===== config.mk =====
export PLATFORM = sky130hd
export DESIGN_NAME = flash_cmd_seq
export DESIGN_NICKNAME = d
export VERILOG_FILES = /design/src/rtl/flash_seq_pkg.sv /design/src/rtl/flash_cmd_script.sv /design/src/rtl/flash_phase_timer.sv /design/src/rtl/flash_toggle_poll.sv /design/src/rtl/flash_cmd_seq.sv
export SDC_FILE = /design/constraint.sdc
export NUM_CORES = 1
export LEC_CHECK = 0
export BUFFER_PORTS_ARGS = -buffer_cell sky130_fd_sc_hd__buf_4
export CAP_MARGIN = 25
export CORE_ASPECT_RATIO = 2
export CORE_MARGIN = 2
export CORE_UTILIZATION = 50
export DETAILED_ROUTE_END_ITERATION = 10
export GPL_ROUTABILITY_DRIVEN = 0
export PLACE_DENSITY = 0.72
export SLEW_MARGIN = 20
export SYNTH_ARGS = -nofsm -noshare
export SYNTH_HDL_FRONTEND = slang
export SYNTH_HIERARCHICAL = 1
export SYNTH_SLANG_ARGS = --single-unit

===== constraint.sdc =====
create_clock -name clk -period 3.9 [get_ports clk]
set_input_delay 0.39 -clock clk [delete_from_list [all_inputs] [get_ports clk]]
set_output_delay 0.39 -clock clk [all_outputs]
set_load 0.01 [all_outputs]

===== src/rtl/flash_seq_pkg.sv =====
package flash_seq_pkg;

    typedef enum logic [1:0] {
        OP_PROG     = 2'b00,
        OP_SECT     = 2'b01,
        OP_CHIP     = 2'b10,
        OP_CHIP_ALT = 2'b11
    } flash_op_e;

    typedef enum logic [2:0] {
        S_IDLE,
        S_WR_LOW,
        S_WR_HIGH,
        S_TURN,
        S_RD_LOW,
        S_FIN,
        S_ERR
    } seq_state_e;

    localparam logic [15:0] UNLOCK_ADDR_A = 16'h5555;
    localparam logic [15:0] UNLOCK_ADDR_B = 16'h2AAA;
    localparam logic [7:0]  KEY_FIRST     = 8'hAA;
    localparam logic [7:0]  KEY_SECOND    = 8'h55;
    localparam logic [7:0]  CMD_PROGRAM   = 8'hA0;
    localparam logic [7:0]  CMD_ERASE_SET = 8'h80;
    localparam logic [7:0]  CMD_SECT_GO   = 8'h30;
    localparam logic [7:0]  CMD_CHIP_GO   = 8'h10;

    localparam int STEP_W = 3;

endpackage


===== src/rtl/flash_cmd_script.sv =====
module flash_cmd_script
    import flash_seq_pkg::*;
#(
    parameter int AW       = 16,
    parameter int SECT_LSB = 12
) (
    input  flash_op_e          op,
    input  logic [STEP_W-1:0]  step,
    input  logic [AW-1:0]      tgt_addr,
    input  logic [7:0]         tgt_data,
    output logic [AW-1:0]      cmd_addr,
    output logic [7:0]         cmd_data,
    output logic               last_step,
    output logic [AW-1:0]      poll_addr
);
    localparam logic [AW-1:0] ADR_A = AW'(UNLOCK_ADDR_A);
    localparam logic [AW-1:0] ADR_B = AW'(UNLOCK_ADDR_B);

    logic [AW-1:0] sect_base;
    logic          is_prog;
    logic          is_sect;

    always_comb begin
        sect_base = {tgt_addr[AW-1:SECT_LSB], {SECT_LSB{1'b0}}};
        is_prog   = (op == OP_PROG);
        is_sect   = (op == OP_SECT);
        last_step = is_prog ? (step == STEP_W'(3)) : (step == STEP_W'(5));

        if (is_prog)      poll_addr = tgt_addr;
        else if (is_sect) poll_addr = sect_base;
        else              poll_addr = '0;

        cmd_addr = ADR_A;
        cmd_data = KEY_FIRST;
        unique case (step)
            STEP_W'(0): begin
                cmd_addr = ADR_A;
                cmd_data = KEY_FIRST;
            end
            STEP_W'(1): begin
                cmd_addr = ADR_B;
                cmd_data = KEY_SECOND;
            end
            STEP_W'(2): begin
                cmd_addr = ADR_A;
                cmd_data = is_prog ? CMD_PROGRAM : CMD_ERASE_SET;
            end
            STEP_W'(3): begin
                cmd_addr = is_prog ? tgt_addr : ADR_A;
                cmd_data = is_prog ? tgt_data : KEY_FIRST;
            end
            STEP_W'(4): begin
                cmd_addr = ADR_B;
                cmd_data = KEY_SECOND;
            end
            default: begin
                cmd_addr = is_sect ? sect_base : ADR_A;
                cmd_data = is_sect ? CMD_SECT_GO : CMD_CHIP_GO;
            end
        endcase
    end

endmodule


===== src/rtl/flash_phase_timer.sv =====
module flash_phase_timer #(
    parameter int TW = 3
) (
    input  logic          clk,
    input  logic          rst_n,
    input  logic          restart,
    input  logic [TW-1:0] len,
    output logic          last
);
    logic [TW-1:0] cnt;

    always_ff @(posedge clk or negedge rst_n) begin
        if (!rst_n)       cnt <= '0;
        else if (restart) cnt <= '0;
        else              cnt <= cnt + TW'(1);
    end

    assign last = (cnt == (len - TW'(1)));

endmodule


===== src/rtl/flash_toggle_poll.sv =====
module flash_toggle_poll #(
    parameter int CW = 20
) (
    input  logic          clk,
    input  logic          rst_n,
    input  logic          clear,
    input  logic          sample,
    input  logic          dq6,
    input  logic [CW-1:0] limit,
    output logic          match,
    output logic          at_limit
);
    logic          prev_bit;
    logic          have_prev;
    logic [CW-1:0] reads_done;

    always_ff @(posedge clk or negedge rst_n) begin
        if (!rst_n) begin
            prev_bit   <= 1'b0;
            have_prev  <= 1'b0;
            reads_done <= '0;
        end else if (clear) begin
            prev_bit   <= 1'b0;
            have_prev  <= 1'b0;
            reads_done <= '0;
        end else if (sample) begin
            prev_bit   <= dq6;
            have_prev  <= 1'b1;
            reads_done <= reads_done + CW'(1);
        end
    end

    assign match    = have_prev && (prev_bit == dq6);
    assign at_limit = ((reads_done + CW'(1)) == limit);

endmodule


===== src/rtl/flash_cmd_seq.sv =====
module flash_cmd_seq
    import flash_seq_pkg::*;
#(
    parameter int AW       = 16,
    parameter int SECT_LSB = 12,
    parameter int WE_LOW   = 4,
    parameter int WE_HIGH  = 3,
    parameter int RD_LOW   = 4,
    parameter int LIM_PROG = 2000,
    parameter int LIM_SECT = 500000,
    parameter int LIM_CHIP = 1000000
) (
    input  logic          clk,
    input  logic          rst_n,
    input  logic          req_valid,
    output logic          req_ready,
    input  logic [1:0]    req_op,
    input  logic [AW-1:0] req_addr,
    input  logic [7:0]    req_data,
    output logic          done,
    output logic          err,
    output logic          f_ce_n,
    output logic          f_oe_n,
    output logic          f_we_n,
    output logic [AW-1:0] f_addr,
    output logic [7:0]    f_dq_o,
    output logic          f_dq_oe,
    input  logic [7:0]    f_dq_i
);
    localparam int PH_MAX01 = (WE_LOW > WE_HIGH) ? WE_LOW : WE_HIGH;
    localparam int PH_MAX   = (PH_MAX01 > RD_LOW) ? PH_MAX01 : RD_LOW;
    localparam int TW       = $clog2(PH_MAX + 1);
    localparam int LIM_M01  = (LIM_PROG > LIM_SECT) ? LIM_PROG : LIM_SECT;
    localparam int LIM_MAX  = (LIM_M01 > LIM_CHIP) ? LIM_M01 : LIM_CHIP;
    localparam int CW       = $clog2(LIM_MAX + 1);

    seq_state_e        state, nxt;
    flash_op_e         op_q;
    logic [AW-1:0]     addr_q;
    logic [7:0]        data_q;
    logic [STEP_W-1:0] step_q;

    logic [AW-1:0] cmd_addr, poll_addr;
    logic [7:0]    cmd_data;
    logic          last_step;
    logic [TW-1:0] ph_len;
    logic          ph_last;
    logic [CW-1:0] limit;
    logic          match, at_limit;
    logic          accept, sample;
    logic          dq_unused;

    assign dq_unused = ^{f_dq_i[7], f_dq_i[5:0]};
    assign accept    = req_valid && (state == S_IDLE);
    assign sample    = (state == S_RD_LOW) && ph_last;

    flash_cmd_script #(.AW(AW), .SECT_LSB(SECT_LSB)) u_script (
        .op        (op_q),
        .step      (step_q),
        .tgt_addr  (addr_q),
        .tgt_data  (data_q),
        .cmd_addr  (cmd_addr),
        .cmd_data  (cmd_data),
        .last_step (last_step),
        .poll_addr (poll_addr)
    );

    flash_phase_timer #(.TW(TW)) u_timer (
        .clk     (clk),
        .rst_n   (rst_n),
        .restart (nxt != state),
        .len     (ph_len),
        .last    (ph_last)
    );

    flash_toggle_poll #(.CW(CW)) u_poll (
        .clk      (clk),
        .rst_n    (rst_n),
        .clear    (accept),
        .sample   (sample),
        .dq6      (f_dq_i[6]),
        .limit    (limit),
        .match    (match),
        .at_limit (at_limit)
    );

    always_comb begin
        unique case (state)
            S_WR_LOW:  ph_len = TW'(WE_LOW);
            S_WR_HIGH: ph_len = TW'(WE_HIGH);
            S_RD_LOW:  ph_len = TW'(RD_LOW);
            default:   ph_len = TW'(1);
        endcase
        unique case (op_q)
            OP_PROG: limit = CW'(LIM_PROG);
            OP_SECT: limit = CW'(LIM_SECT);
            default: limit = CW'(LIM_CHIP);
        endcase
    end

    // next-state logic
    always_comb begin
        nxt = state;
        unique case (state)
            S_IDLE:    if (req_valid) nxt = S_WR_LOW;
            S_WR_LOW:  if (ph_last)   nxt = S_WR_HIGH;
            S_WR_HIGH: if (ph_last)   nxt = last_step ? S_TURN : S_WR_LOW;
            S_TURN:    nxt = S_RD_LOW;
            S_RD_LOW:  if (ph_last)   nxt = match ? S_FIN : (at_limit ? S_ERR : S_TURN);
            S_FIN:     nxt = S_IDLE;
            S_ERR:     nxt = S_IDLE;
            default:   nxt = S_IDLE;
        endcase
    end

    // state register
    always_ff @(posedge clk or negedge rst_n) begin
        if (!rst_n) state <= S_IDLE;
        else        state <= nxt;
    end

    // request latch and script step
    always_ff @(posedge clk or negedge rst_n) begin
        if (!rst_n) begin
            op_q   <= OP_PROG;
            addr_q <= '0;
            data_q <= '0;
            step_q <= '0;
        end else if (accept) begin
            op_q   <= flash_op_e'(req_op);
            addr_q <= req_addr;
            data_q <= req_data;
            step_q <= '0;
        end else if ((state == S_WR_HIGH) && ph_last && !last_step) begin
            step_q <= step_q + STEP_W'(1);
        end
    end

    // outputs decoded from state
    always_comb begin
        req_ready = 1'b0;
        done      = 1'b0;
        err       = 1'b0;
        f_ce_n    = 1'b1;
        f_oe_n    = 1'b1;
        f_we_n    = 1'b1;
        f_dq_oe   = 1'b0;
        f_addr    = '0;
        f_dq_o    = '0;
        unique case (state)
            S_IDLE: req_ready = 1'b1;
            S_WR_LOW: begin
                f_ce_n  = 1'b0;
                f_we_n  = 1'b0;
                f_dq_oe = 1'b1;
                f_addr  = cmd_addr;
                f_dq_o  = cmd_data;
            end
            S_WR_HIGH: begin
                f_ce_n  = 1'b0;
                f_dq_oe = 1'b1;
                f_addr  = cmd_addr;
                f_dq_o  = cmd_data;
            end
            S_TURN: begin
                f_ce_n = 1'b0;
                f_addr = poll_addr;
            end
            S_RD_LOW: begin
                f_ce_n = 1'b0;
                f_oe_n = 1'b0;
                f_addr = poll_addr;
            end
            S_FIN:   done = 1'b1;
            S_ERR:   err  = 1'b1;
            default: req_ready = 1'b0;
        endcase
    end

    // checker state: length of the current write-strobe low run
    logic [TW:0] we_run;
    always_ff @(posedge clk or negedge rst_n) begin
        if (!rst_n)                    we_run <= '0;
        else if (f_we_n)               we_run <= '0;
        else if (we_run != {(TW+1){1'b1}}) we_run <= we_run + (TW+1)'(1);
    end


    we_width_chk: assert property (@(posedge clk) disable iff (!rst_n)
        $rose(f_we_n) |-> (int'(we_run) == WE_LOW));


    we_context_chk: assert property (@(posedge clk) disable iff (!rst_n)
        !f_we_n |-> (!f_ce_n && f_oe_n && f_dq_oe));


    bus_release_chk: assert property (@(posedge clk) disable iff (!rst_n)
        $fell(f_oe_n) |-> $past(!f_dq_oe));


    no_contention_chk: assert property (@(posedge clk) disable iff (!rst_n)
        !f_oe_n |-> !f_dq_oe);


    busy_after_accept_chk: assert property (@(posedge clk) disable iff (!rst_n)
        (req_valid && req_ready) |=> !req_ready);


    ready_return_chk: assert property (@(posedge clk) disable iff (!rst_n)
        $rose(req_ready) |-> $past(done || err));


    end_pulse_chk: assert property (@(posedge clk) disable iff (!rst_n)
        (done || err) |=> (req_ready && !done && !err));


    end_exclusive_chk: assert property (@(posedge clk) disable iff (!rst_n)
        $onehot0({done, err}));

endmodule


## Yosys cells after proc, flatten, opt, wreduce, memory -nomap -nowiden

Cells that the tools add are included.

| storage, ports and cells | value |
|---|---|
| memory bits (writable) | 0 |
| memories | 0 |
| input bits | 37 |
| latch bits | 0 |
| bits in registers | 57 |
| bits in read-only memories | 0 |
| logic and storage cells | 84 |

| cells by class | value |
|---|---|
| bitwise logic cells | 0 |
| equality and inequality tests | 16 |
| $mul | 0 |
| reductions and logical operators | 17 |
| shift-type cells | 0 |
| mux-type cells | 38 |
| div/mod/pow operators | 0 |
| add/sub/neg operators | 4 |
| order comparisons | 0 |

Operator list:

| operator | number |
|---|---|
| 16-bit 2-to-1 mux | 4 |
| 16-bit case mux with 3 select lines | 1 |
| 20-bit 2-to-1 mux | 2 |
| 20-bit case mux with 2 select lines | 1 |
| 16-bit case mux with 2 select lines | 1 |
| 8-bit case mux with 4 select lines | 1 |
| 3-bit 2-to-1 mux | 9 |
| 20-bit by 1-bit adder with 20-bit output (second input constant) | 1 |
| 20-bit equality test | 1 |
| 8-bit 2-to-1 mux | 2 |
| 3-bit equality test (second input constant) | 5 |
| 3-bit case mux with 5 select lines | 1 |
| 3-bit by 2-bit equality test with 1-bit output (second input constant) | 4 |
| 1-bit 2-to-1 mux | 12 |
| 6-bit 2-to-1 mux | 2 |
| 2-bit OR reduction | 5 |
| 3-bit by 1-bit adder with 3-bit output (second input constant) | 2 |
| 3-bit by 1-bit equality test with 1-bit output (second input constant) | 2 |
| 3-bit zero test | 2 |
| 3-bit case mux with 2 select lines | 1 |
| 1-bit logical AND | 5 |
| 2-bit nonzero test | 2 |
| 4-bit OR reduction | 1 |
| 3-bit equality test | 1 |
| 7 further kinds | 7 |

## Depth between registers and ports, before layout

Gate-level depths: netlist of the first run.

| logic depth | value |
|---|---|
| depth in word-level cells | 9 |
| depth in mapped cells | 14 |
| depth with buffers taken out | 14 |

## Modules after synthesis

The synthesis of the first run kept the hierarchy.

Modules (own cells, without submodules):

| module | seq. area each (um^2) | area an instance (um^2) | cells each | times used |
|---|---|---|---|---|
| flash_cmd_seq | 800.8 | 1875.5 | 153 | 1 |
| flash_toggle_poll | 550.5 | 1709.1 | 203 | 1 |
| flash_cmd_script | 0.0 | 531.8 | 96 | 1 |
| flash_phase_timer | 75.1 | 181.4 | 15 | 1 |

## Worst setup path after synthesis of the first run

OpenSTA, ideal clock, no wires.

| timing | value |
|---|---|
| path kind | flip-flop to flip-flop |
| start | register u_poll.reads_done[0] |
| end | register u_timer.cnt[1] |
| buffers on the path | 0 |
| stages on the path, launching flop included | 13 |
| arrival time | 2.905 ns |
| library setup time | 0.073 ns |
| path slack | 0.922 ns |
| cells stage by stage | dfrtp_1 -> ha_1 -> nand4_2 -> nor4_1 -> xnor2_1 -> o221ai_1 -> or3_1 -> nor4_2 -> nand2b_1 -> a32o_1 -> o22ai_1 -> nand3_1 -> nor2b_1 |

| between the ends | value |
|---|---|
| cells in the longest elaborated chain, start to end | 8 |

Ends and longest elaborated chain:

| element | RTL line | RTL |
|---|---|---|
| start: declaration | flash_toggle_poll.sv:15 | `logic [CW-1:0] reads_done;` |
| start signal: assignment | flash_toggle_poll.sv:29 | `reads_done <= reads_done + CW'(1);` |
| 20-bit by 1-bit adder with 20-bit output | flash_toggle_poll.sv:34 | `assign at_limit = ((reads_done + CW'(1)) == limit);` |
| 20-bit equality test | flash_toggle_poll.sv:34 |  |
| net at_limit | flash_cmd_seq.sv:49 | `logic match, at_limit;` |
| 3-bit 2-to-1 mux (3 in series) | flash_cmd_seq.sv:109 | `S_RD_LOW: if (ph_last) nxt = match ? S_FIN : (at_limit ? S_ERR : S_TURN);` |
| 3-bit case mux with 5 select lines | flash_cmd_seq.sv:104 | `unique case (state)` |
| 3-bit != test | flash_cmd_seq.sv:71 | `.restart (nxt != state),` |
| 3-bit 2-to-1 mux | flash_phase_timer.sv:14 | `else if (restart) cnt <= '0;` |
| end signal: assignment | flash_phase_timer.sv:15 | `else cnt <= cnt + TW'(1);` |
| end: declaration | flash_phase_timer.sv:10 | `logic [TW-1:0] cnt;` |

The timed path passes the listed nets, and every way through them passes these cells.
A chain may end at the register's enable or synchronous reset.

## Worst setup path in the final report of the first run

Ends and elaborated chain as after synthesis.

==> impl_metrics.ini, run 1 <==
[outcome]
outcome = finished clean

[detailed_routing]
postRouteWirelength_mm = 10.4
drt_drc_violations_left = 0
dr.first_iter.drc_count = 194
ant_nets = 0
route.detailed.wl_per_inst_um = 16.7
via_per_inst = 5.71
vias = 3550
drt_first_pass_iters = 4

[cells_and_area]
fill_cells = 728
final_net_count = 560
number_of_diodes = 0
area_growth_pct = 16.4
drive_above_1_share_pct = 24.2
fin_cells = 622

[placed_design]
detailed_place_hpwl_mm = 7.61
io_buffer_count = 60
dp_cells = 606

[critical_path]
path_delay_family = simple AND/OR/NAND/NOR gates
cp-end-kind = register
critPathBufInv = 0
worstPathCellList = ha_1 -> nand4_2 -> nor4_1 -> xnor2_1 -> o221ai_1 -> or3_1 -> nor4_2 -> nand2b_1 -> a32o_1 -> o22ai_1 -> nand3_1 -> nor2b_1
crit_slowest_cell = sky130_fd_sc_hd__nor4_1
cp.arrival_ns = 3.71
critPathKind = register to register
worst-path-stages = 12
setup_slack_of_the_worst_register_to_register_path_ns = 0.45
crit_path_max_incr_delay_ns = 0.59
launching_point_of_the_worst_reg2reg_path = u_poll/reads_done[0]
critical_path.reg2reg.endpoint = u_timer/cnt[1]
timing.critical_path.required_ns = 4.16
reg2regPathDepth = 12
worstSetupStartpointType = register
path_max_fanout = 7

[yosys]
ys_warn_count = 6
yosysTopAreaCell = sky130_fd_sc_hd__dfrtp_1
syn-cell-area_sq_um = 4300
yosys_most_used_dff = sky130_fd_sc_hd__dfrtp_1
post_synth_edffs = 0
postSynthRegisterBits = 57
ys_top_cells_by_count = sky130_fd_sc_hd__dfrtp_1 (57), sky130_fd_sc_hd__nor2_1 (46), sky130_fd_sc_hd__nand2_1 (28), sky130_fd_sc_hd__a21oi_1 (27)
ys_types = 66
synth.avg_cell_area_sq_um = 9.20
synth_cells = 467
ys_top_cells_by_area = sky130_fd_sc_hd__dfrtp_1 (33%), sky130_fd_sc_hd__mux2_4 (8.4%), sky130_fd_sc_hd__xnor2_1 (5.3%)
synth_largest_type_area_fraction_pct = 33.2
synth_async_sr_flop_share_pct = 100
yosysMostFrequentCell = sky130_fd_sc_hd__dfrtp_1
synth.yosys.seq_area_share_pct = 33.2

[die]
fp.coreArea_sq_um = 8290
dieArea_sq_um = 9400
initial_core_util_pct = 51.8
die_x_um = 69.6
floorplan.io_pins = 68
row_count = 47
die_h_um = 135

[sta]
max_freq_ghz = 0.290
relSlewSlack_pct = 50.6
setup_repair_after_global_routing_missed_its_margin = false
tightestPinTransition_ns = 0.741
timing.clock.skew_ns = 0.00392
totalNegativeSetupSlack_ns = 0
fin_crit_sh_pct = 88.5
finalHoldViolations = 0
post-route-min-period_ns = 3.45
slew_viol_final = 0
setup-violations-final = 0

[pwr]
power-per-cell-area_nw_per_um2 = 674
max-vdd-ir-drop_mv = 0.258
power.leakage_nw = 2.21

[worst_hold_path]
min_path_type = primary input to async pin

[clocking]
cts_tree = built
clkSinkCount = 57
worstSkewPairLatency_ns = 0.33
post_cts.repair.setup_buffers = 0
cts_max_level = 3
post_cts.resized_instances = 0
cts.root.buffer_cell = sky130_fd_sc_hd__clkbuf_16
clock_pin_slew_on_the_worst_setup_and_hold_paths_ns = 0.05
clock_path_buffers = 2
ctsHoldBuffers = 0
cts_inserted_buffers = 9

[grt]
grt_use_total_pct = 23.2
number_of_antenna_violations_at_the_first_check_in_global_routing = 0
gr-total-overflow = 0
largest_net_degree_at_the_start_of_global_routing = 58
first_global_vias = 3657
grt_first_pass_wirelength_mm = 17.3

[run]
timing.max_cap.violations = 0
[layout by cell type (no fill, tap or decap), types with 7 or more instances in the layout]
cell type	instances
sky130_fd_sc_hd__xnor2_1	26
sky130_fd_sc_hd__a21oi_1	27
sky130_fd_sc_hd__buf_4	65
sky130_fd_sc_hd__nand2b_1	9
sky130_fd_sc_hd__nor2b_1	7
sky130_fd_sc_hd__mux2_4	24
sky130_fd_sc_hd__nand2_1	28
sky130_fd_sc_hd__clkbuf_16	9
sky130_fd_sc_hd__nand4_1	7
sky130_fd_sc_hd__a22o_1	16
sky130_fd_sc_hd__dfrtp_1	57
sky130_fd_sc_hd__nand3_1	13
sky130_fd_sc_hd__inv_1	17
sky130_fd_sc_hd__o21ai_0	26
sky130_fd_sc_hd__and2_1	25
sky130_fd_sc_hd__nor2_1	46
sky130_fd_sc_hd__conb_1	9
sky130_fd_sc_hd__xor2_1	20
[where the power goes]
| group | switching [mW] | total, mW | internal [mW] |
|---|---|---|---|
| Sequential | 0.192 | 0.953 | 0.761 |
| Combinational | 0.791 | 1.65 | 0.856 |
| Clock | 0.263 | 0.772 | 0.509 |
| Total | 1.25 | 3.37 | 2.13 |
[registers in the layout (all words and copies together) (netlist names)]
| name | count |
|---|---|
| addr_q | 16 |
| data_q | 8 |
| op_q | 2 |
| state | 3 |
| step_q | 3 |
| u_poll/have_prev | 1 |
| u_poll/prev_bit | 1 |
| u_poll/reads_done | 20 |
| u_timer/cnt | 3 |
[layout make-up]
cell class	count	area [sq um]	share of cell area [%]
Clock buffer	13	250	5.00
Clock inverter	3	40.0	0.800
Inverter	19	71.3	1.42
Multi-Input combinational cell	367	2610	52.1
Sequential cell	57	1430	28.5
Tap cell	98	123	2.45
Timing Repair Buffer	65	488	9.75
[kinds of logic (layout without fill, tap and decap cells)]
logic type	after synthesis	count (layout)	share of synthesized area, %
simple gates	178	178	23.3
flops	57	57	33.2
other cells	1	9	0.0873
buf+inv	51	100	6.90
fa+ha+maj	4	4	1.16
compound gates	98	98	15.0
mux	30	30	9.84
xor+xnor	48	48	10.5
[metal layers]
metal / track usage, % / up-vias / share of wire [%]
met4: 14.5 / 0 / 3.5
met2: 43.4 / 90 / 56
met1: 23.1 / 1716 / 37
li1: - / 1719 / -
met5: 0 / - / 0
met3: 4.33 / 25 / 3.1
[through the flow]
stage	hold WS, ns	util, %	total power [mW]	area, sq um	setup slack (ns)
6_report	0.117	60.4	3.37	5000	0.449
5_1_grt	0.180	60.4	3.59	5000	0.0941
4_1_cts	0.160	60.4	3.39	5000	0.474
3_5_place_dp	0.474	56.9	2.60	4710	0.492
3_3_place_gp	0.465	56.9	2.55	4710	0.569
2_1_floorplan	0.0944	-	2.13	4330	0.922
[worst max path at each step]
stage                    startpoint              to  slack, ns
2_1_floorplan  u_poll/reads_done[0]  u_timer/cnt[1]       0.92
3_3_place_gp   u_poll/reads_done[0]  u_timer/cnt[1]       0.57
3_5_place_dp   u_poll/reads_done[0]  u_timer/cnt[1]       0.49
4_1_cts        u_poll/reads_done[0]  u_timer/cnt[1]       0.47
5_1_grt        u_poll/reads_done[0]  u_timer/cnt[1]       0.09
6_report       u_poll/reads_done[0]  u_timer/cnt[1]       0.45
(Power assumes the default switching activity.)
==> run 2, diff against run 1 <==
==> constraint.sdc (replaced) <==
create_clock -name clk -period 3.8 [get_ports clk]
set_input_delay 0.38 -clock clk [delete_from_list [all_inputs] [get_ports clk]]
set_output_delay 0.38 -clock clk [all_outputs]
set_load 0.01 [all_outputs]
==> impl_metrics.ini, run 2 (synthesis results as in run 1) <==
[outcome]
outcome = finished clean

[die]
fp.coreArea_sq_um = 8290
dieArea_sq_um = 9400
die_h_um = 135
row_count = 47
initial_core_util_pct = 51.8
die_x_um = 69.6
floorplan.io_pins = 68

[clocking]
post_cts.repair.setup_buffers = 0
cts_inserted_buffers = 9
cts_max_level = 3
cts.root.buffer_cell = sky130_fd_sc_hd__clkbuf_16
worstSkewPairLatency_ns = 0.33
ctsHoldBuffers = 0
post_cts.resized_instances = 0
cts_tree = built
clock_pin_slew_on_the_worst_setup_and_hold_paths_ns = 0.05
clock_path_buffers = 2
clkSinkCount = 57

[critical_path]
launching_point_of_the_worst_reg2reg_path = u_poll/reads_done[0]
timing.critical_path.mode_cell = sky130_fd_sc_hd__nor4_2
cp-end-kind = register
critPathBufInv = 0
timing.critical_path.required_ns = 4.06
reg2regPathDepth = 12
path_max_fanout = 7
cp.arrival_ns = 3.68
crit_path_max_incr_delay_ns = 0.46
worstSetupStartpointType = register
worst-path-stages = 12
crit_slowest_cell = sky130_fd_sc_hd__dfrtp_1
setup_slack_of_the_worst_register_to_register_path_ns = 0.38
critPathKind = register to register
worstPathCellList = ha_1 -> nand4_2 -> nor4_2 -> xnor2_1 -> o221ai_1 -> or3_1 -> nor4_2 -> nand2b_1 -> a32o_1 -> o22ai_1 -> nand3_1 -> nor2b_1
critical_path.reg2reg.endpoint = u_timer/cnt[1]
path_delay_family = simple AND/OR/NAND/NOR gates

[detailed_routing]
postRouteWirelength_mm = 10.6
drt_first_pass_iters = 4
drt_drc_violations_left = 0
ant_nets = 0
vias = 3603
route.detailed.wl_per_inst_um = 17.1
dr.first_iter.drc_count = 217
via_per_inst = 5.79

[grt]
met1_usage_pct = 24.5
gr-total-overflow = 0
grt.met2_usage_pct = 44.7
first_global_vias = 3692
gr-max-usage-layer = met2
number_of_antenna_violations_at_the_first_check_in_global_routing = 0
largest_net_degree_at_the_start_of_global_routing = 58
grt_first_pass_wirelength_mm = 18.1
grt_use_total_pct = 24.1
gr_util_met3_pct = 4.78

[pwr]
power-per-cell-area_nw_per_um2 = 693
cellInternalPower_mw = 2.18
total_power_mw = 3.48
clock_power_share_pct = 23.2
power.leakage_nw = 2.22
p_sw_share_pct = 37.4
max-vdd-ir-drop_mv = 0.254
total_switching_power_mw = 1.30
power.share.combinational_pct = 49.0
sequentialPowerShare_pct = 27.7

[cells_and_area]
final_net_count = 560
most-common-layout-cells = sky130_fd_sc_hd__buf_4 (65), sky130_fd_sc_hd__dfrtp_1 (57), sky130_fd_sc_hd__nor2_1 (45), sky130_fd_sc_hd__nand2_1 (28), sky130_fd_sc_hd__a21oi_1 (27)
area_growth_pct = 16.8
largestRegisters = u_poll/reads_done x20, addr_q x16, data_q x8
drive_above_1_share_pct = 25.2
fill_cells = 729
number_of_diodes = 0
registers.top_by_ff_count = u_poll/reads_done
finish.utilization_pct = 60.5
most_common_cell_after_layout_fill_and_taps_aside = sky130_fd_sc_hd__buf_4
largest_register_ffs = 20
fin_cells = 622

[sta]
slew_viol_final = 0
timing.clock.skew_ns = 0.00581
setup_repair_after_global_routing_missed_its_margin = false
finalHoldViolations = 0
post-route-min-period_ns = 3.42
relSlewSlack_pct = 48.4
tightestPinTransition_ns = 0.773
setup-violations-final = 0
fin_crit_sh_pct = 90.0
totalNegativeSetupSlack_ns = 0
max_freq_ghz = 0.292

[run]
timing.max_cap.violations = 0

[worst_hold_path]
min_path_type = primary input to async pin

[placed_design]
detailed_place_hpwl_mm = 7.77
io_buffer_count = 60
dp_cells = 606
## run 2: cell count changes in the layout (fill, tap and decap cells not counted)
cell / before / now
sky130_fd_sc_hd__clkinvlp_4: 0 / 1
sky130_fd_sc_hd__clkinv_2: 2 / 4
sky130_fd_sc_hd__nor4_2: 2 / 3
sky130_fd_sc_hd__clkbuf_1: 3 / 0
sky130_fd_sc_hd__nor2_2: 0 / 1
sky130_fd_sc_hd__nor2_1: 46 / 45
sky130_fd_sc_hd__nor4_1: 3 / 2
## run 2: cell type report
type | count | area (sq um) | area share, %
clock buffers | 10 | 239 | 4.76
clock inverters | 6 | 57.6 | 1.15
inverters | 19 | 71.3 | 1.42
multi-input cells | 367 | 2620 | 52.1
flip-flops and latches | 57 | 1430 | 28.4
well taps | 98 | 123 | 2.44
repair buffers | 65 | 488 | 9.72
## run 2: metrics by stage
| step | hold WS [ns] | worst slack, ns | area, sq um |
|---|---|---|---|
| floorplan | 0.0844 | 0.822 | 4330 |
| detailed placement | 0.475 | 0.358 | 4720 |
| global placement | 0.467 | 0.474 | 4710 |
| CTS | 0.140 | 0.340 | 5010 |
| finish | 0.104 | 0.381 | 5020 |
| global route | 0.165 | 0.0898 | 5020 |
## run 2: worst max path at each step
stage / startpoint / endpoint
final: u_poll/reads_done[0] / u_timer/cnt[1]
after global routing: u_poll/reads_done[0] / u_timer/cnt[1]
after CTS: u_poll/reads_done[0] / u_timer/cnt[1]
after detailed placement: u_poll/reads_done[0] / u_timer/cnt[1]
after global placement: u_poll/reads_done[0] / u_timer/cnt[1]
after floorplan: u_poll/reads_done[0] / u_timer/cnt[1]
## run 2: metal layers
metal  part of all wire, %  wire length (um)  up-vias
met2                    55              5870      105
met5                     0                 0        -
met4                   4.7               495        0
met1                    36              3840     1753
li1                      -                 -     1720
met3                   3.8               404       25
## run 2: power groups by stage
stage	registers [mW]	clock network [mW]	logic (mW)
floorplan	0.881	0	1.30
detailed placement	0.971	0	1.70
global route	0.993	0.852	1.86
global placement	0.961	0	1.66
CTS	0.964	0.821	1.71
finish	0.965	0.809	1.71
## run 2: worst register-to-register path: stages, from the launching register on
cell                       delay, ns
sky130_fd_sc_hd__dfrtp_1        0.46
sky130_fd_sc_hd__ha_1           0.34
sky130_fd_sc_hd__nand4_2        0.22
sky130_fd_sc_hd__nor4_2         0.46
sky130_fd_sc_hd__xnor2_1        0.18
sky130_fd_sc_hd__o221ai_1       0.15
sky130_fd_sc_hd__or3_1          0.34
sky130_fd_sc_hd__nor4_2         0.34
sky130_fd_sc_hd__nand2b_1       0.12
sky130_fd_sc_hd__a32o_1         0.27
sky130_fd_sc_hd__o22ai_1        0.12
sky130_fd_sc_hd__nand3_1        0.17
sky130_fd_sc_hd__nor2b_1        0.18
==> run 3, diff against run 2 <==
--- a/config.mk
+++ b/config.mk
@@ -5,14 +5,13 @@
 export SDC_FILE = /design/constraint.sdc
 export NUM_CORES = 1
 export LEC_CHECK = 0
-export BUFFER_PORTS_ARGS = -buffer_cell sky130_fd_sc_hd__buf_4
 export CAP_MARGIN = 25
 export CORE_ASPECT_RATIO = 2
 export CORE_MARGIN = 2
 export CORE_UTILIZATION = 50
 export DETAILED_ROUTE_END_ITERATION = 10
+export DONT_BUFFER_PORTS = 1
 export GPL_ROUTABILITY_DRIVEN = 0
-export PLACE_DENSITY = 0.72
 export SLEW_MARGIN = 20
 export SYNTH_ARGS = -nofsm -noshare
 export SYNTH_HDL_FRONTEND = slang
==> impl_metrics.ini, run 3 (synthesis results as in run 1) <==
[outcome]
outcome = finished clean

[critical_path]
worstPathCellList = ha_1 -> nand4_2 -> nor4_1 -> buf_4 -> xnor2_1 -> o221ai_1 -> or3_1 -> nor4_2 -> nand2b_1 -> a32o_1 -> o22ai_1 -> nand3_1 -> nor2b_1
critical_path.reg2reg.endpoint = u_timer/cnt[1]
crit_path_max_incr_delay_ns = 0.45
critPathLaunch = u_poll/reads_done[0]
critPathBufInv = 1
launching_point_of_the_worst_reg2reg_path = u_poll/reads_done[0]
path_delay_family = simple AND/OR/NAND/NOR gates
crit_slowest_cell = sky130_fd_sc_hd__dfrtp_1
timing.critical_path.required_ns = 4.06
cp.arrival_ns = 3.53
reg2regPathDepth = 13
critPathKind = register to register
worst-path-stages = 13
worstSetupStartpointType = register
cp-end-kind = register
worst_setup_path_endpoint = u_timer/cnt[1]
setup_slack_of_the_worst_register_to_register_path_ns = 0.53
path_max_fanout = 7

[die]
row_count = 47
die_x_um = 69.6
initial_core_util_pct = 51.8
fp.coreArea_sq_um = 8290
die_h_um = 135
dieArea_sq_um = 9400
floorplan.io_pins = 68

[sta]
post-route-min-period_ns = 3.27
setup-violations-final = 0
totalNegativeSetupSlack_ns = 0
relSlewSlack_pct = 33.7
finalHoldViolations = 0
fin_crit_sh_pct = 86.0
tightestPinTransition_ns = 0.994
timing.clock.skew_ns = 0.00596
max_freq_ghz = 0.306
slew_viol_final = 0
worst_slack_ns = 0.534
setup_repair_after_global_routing_missed_its_margin = false

[pwr]
power-per-cell-area_nw_per_um2 = 723
power.leakage_nw = 1.98
total_power_mw = 3.39
max-vdd-ir-drop_mv = 0.321

[clocking]
cts_tree = built
clock_path_buffers = 2
clock_pin_slew_on_the_worst_setup_and_hold_paths_ns = 0.05
clkSinkCount = 57
worstSkewPairLatency_ns = 0.34
cts.root.buffer_cell = sky130_fd_sc_hd__clkbuf_16
cts_inserted_buffers = 9
cts_max_level = 3
post_cts.repair.setup_buffers = 0

[grt]
first_global_vias = 3493
grt_use_total_pct = 23.4
grt.met2_usage_pct = 45.5
gr_util_met3_pct = 4.85
largest_net_degree_at_the_start_of_global_routing = 58
number_of_antenna_violations_at_the_first_check_in_global_routing = 0
grt_first_pass_wirelength_mm = 17.2
gr-total-overflow = 0
gr-max-usage-layer = met2
met1_usage_pct = 22.6

[cells_and_area]
number_of_diodes = 0
most_common_cell_after_layout_fill_and_taps_aside = sky130_fd_sc_hd__dfrtp_1
finish.utilization_pct = 56.5
final_net_count = 505
drive_above_1_share_pct = 15.8
largestRegisters = u_poll/reads_done x20, addr_q x16, data_q x8
registers.top_by_ff_count = u_poll/reads_done
most-common-layout-cells = sky130_fd_sc_hd__dfrtp_1 (57), sky130_fd_sc_hd__nor2_1 (46), sky130_fd_sc_hd__nand2_1 (28), sky130_fd_sc_hd__a21oi_1 (27)
area_growth_pct = 9.08
largest_register_ffs = 20
fin_cells = 567

[run]
timing.max_cap.violations = 0

[placed_design]
dp_cells = 549
detailed_place_hpwl_mm = 7.55
io_buffer_count = 0
preCtsSetupSlack_ns = 0.541

[detailed_routing]
postRouteWirelength_mm = 10.3
drt_first_pass_iters = 4
ant_nets = 0
drt_drc_violations_left = 0
via_per_inst = 5.90
dr.first_iter.drc_count = 166
vias = 3343
route.detailed.wl_per_inst_um = 18.2

[worst_hold_path]
min_path_type = primary input to register
[run 3: cell types whose count changed in the layout (fill, tap and decap cells not counted)]
cell,before,now
sky130_fd_sc_hd__buf_4,65,8
sky130_fd_sc_hd__buf_16,0,1
sky130_fd_sc_hd__nor4_2,3,2
sky130_fd_sc_hd__nor4_1,2,3
sky130_fd_sc_hd__bufinv_16,1,3
sky130_fd_sc_hd__nor2_1,45,46
sky130_fd_sc_hd__clkbuf_8,1,3
sky130_fd_sc_hd__nor2_2,1,0
sky130_fd_sc_hd__clkinv_2,4,0
sky130_fd_sc_hd__dlygate4sd3_1,0,1
[run 3: repair_timing]
| item | in CTS | in global routing |
|---|---|---|
| gates resized for setup | 0 | 0 |
| hold buffers | 2 | 0 |
| endpoints found under the hold margin | 57 | 0 |
[run 3: worst min-delay path by stage]
stage | startpoint | to | cells past startpoint
CTS | req_op[0] | op_q[0] | 1
global placement | rst_n | addr_q[5] | 0
finish | req_op[0] | op_q[0] | 1
detailed placement | rst_n | addr_q[5] | 0
global route | req_op[0] | op_q[0] | 1
floorplan | rst_n | addr_q[0] | 0
[run 3: final cells by class]
| cell class | count | area, sq um |
|---|---|---|
| clock buffer | 12 | 267 |
| multi-input combinational | 367 | 2610 |
| sequential | 57 | 1430 |
| clock inverter | 4 | 97.6 |
| tap | 98 | 123 |
| timing repair buffer | 10 | 97.6 |
| inverter | 19 | 71.3 |
| fill | 762 | 3600 |
[run 3: power by group]
group	internal, mW	switching, mW	total (mW)
clock	0.693	0.288	0.981
combinational	0.679	0.771	1.45
sequential	0.781	0.175	0.956
[run 3: metal layers]
metal / vias up / part of all wire [%] / wire length (um)
met2: 79 / 56 / 5800
met5: - / 0 / 0
li1: 1613 / - / -
met3: 23 / 4.0 / 411
met4: 0 / 3.5 / 357
met1: 1628 / 36 / 3750
[run 3: per-stage QoR]
stage / hold slack (ns) / cell area (sq um)
3_3_place_gp: 0.0856 / 4290
6_report: 0.186 / 4690
4_1_cts: 0.174 / 4690
5_1_grt: 0.178 / 4690
2_1_floorplan: 0.0844 / 4330
3_5_place_dp: 0.0856 / 4290
[run 3: worst reg2reg max path, cell delays in order (launching register included)]
cell	delay, ns
sky130_fd_sc_hd__dfrtp_1	0.45
sky130_fd_sc_hd__ha_1	0.34
sky130_fd_sc_hd__nand4_2	0.20
sky130_fd_sc_hd__nor4_1	0.32
sky130_fd_sc_hd__buf_4	0.17
sky130_fd_sc_hd__xnor2_1	0.11
sky130_fd_sc_hd__o221ai_1	0.12
sky130_fd_sc_hd__or3_1	0.36
sky130_fd_sc_hd__nor4_2	0.31
sky130_fd_sc_hd__nand2b_1	0.12
sky130_fd_sc_hd__a32o_1	0.26
sky130_fd_sc_hd__o22ai_1	0.12
sky130_fd_sc_hd__nand3_1	0.16
sky130_fd_sc_hd__nor2b_1	0.15
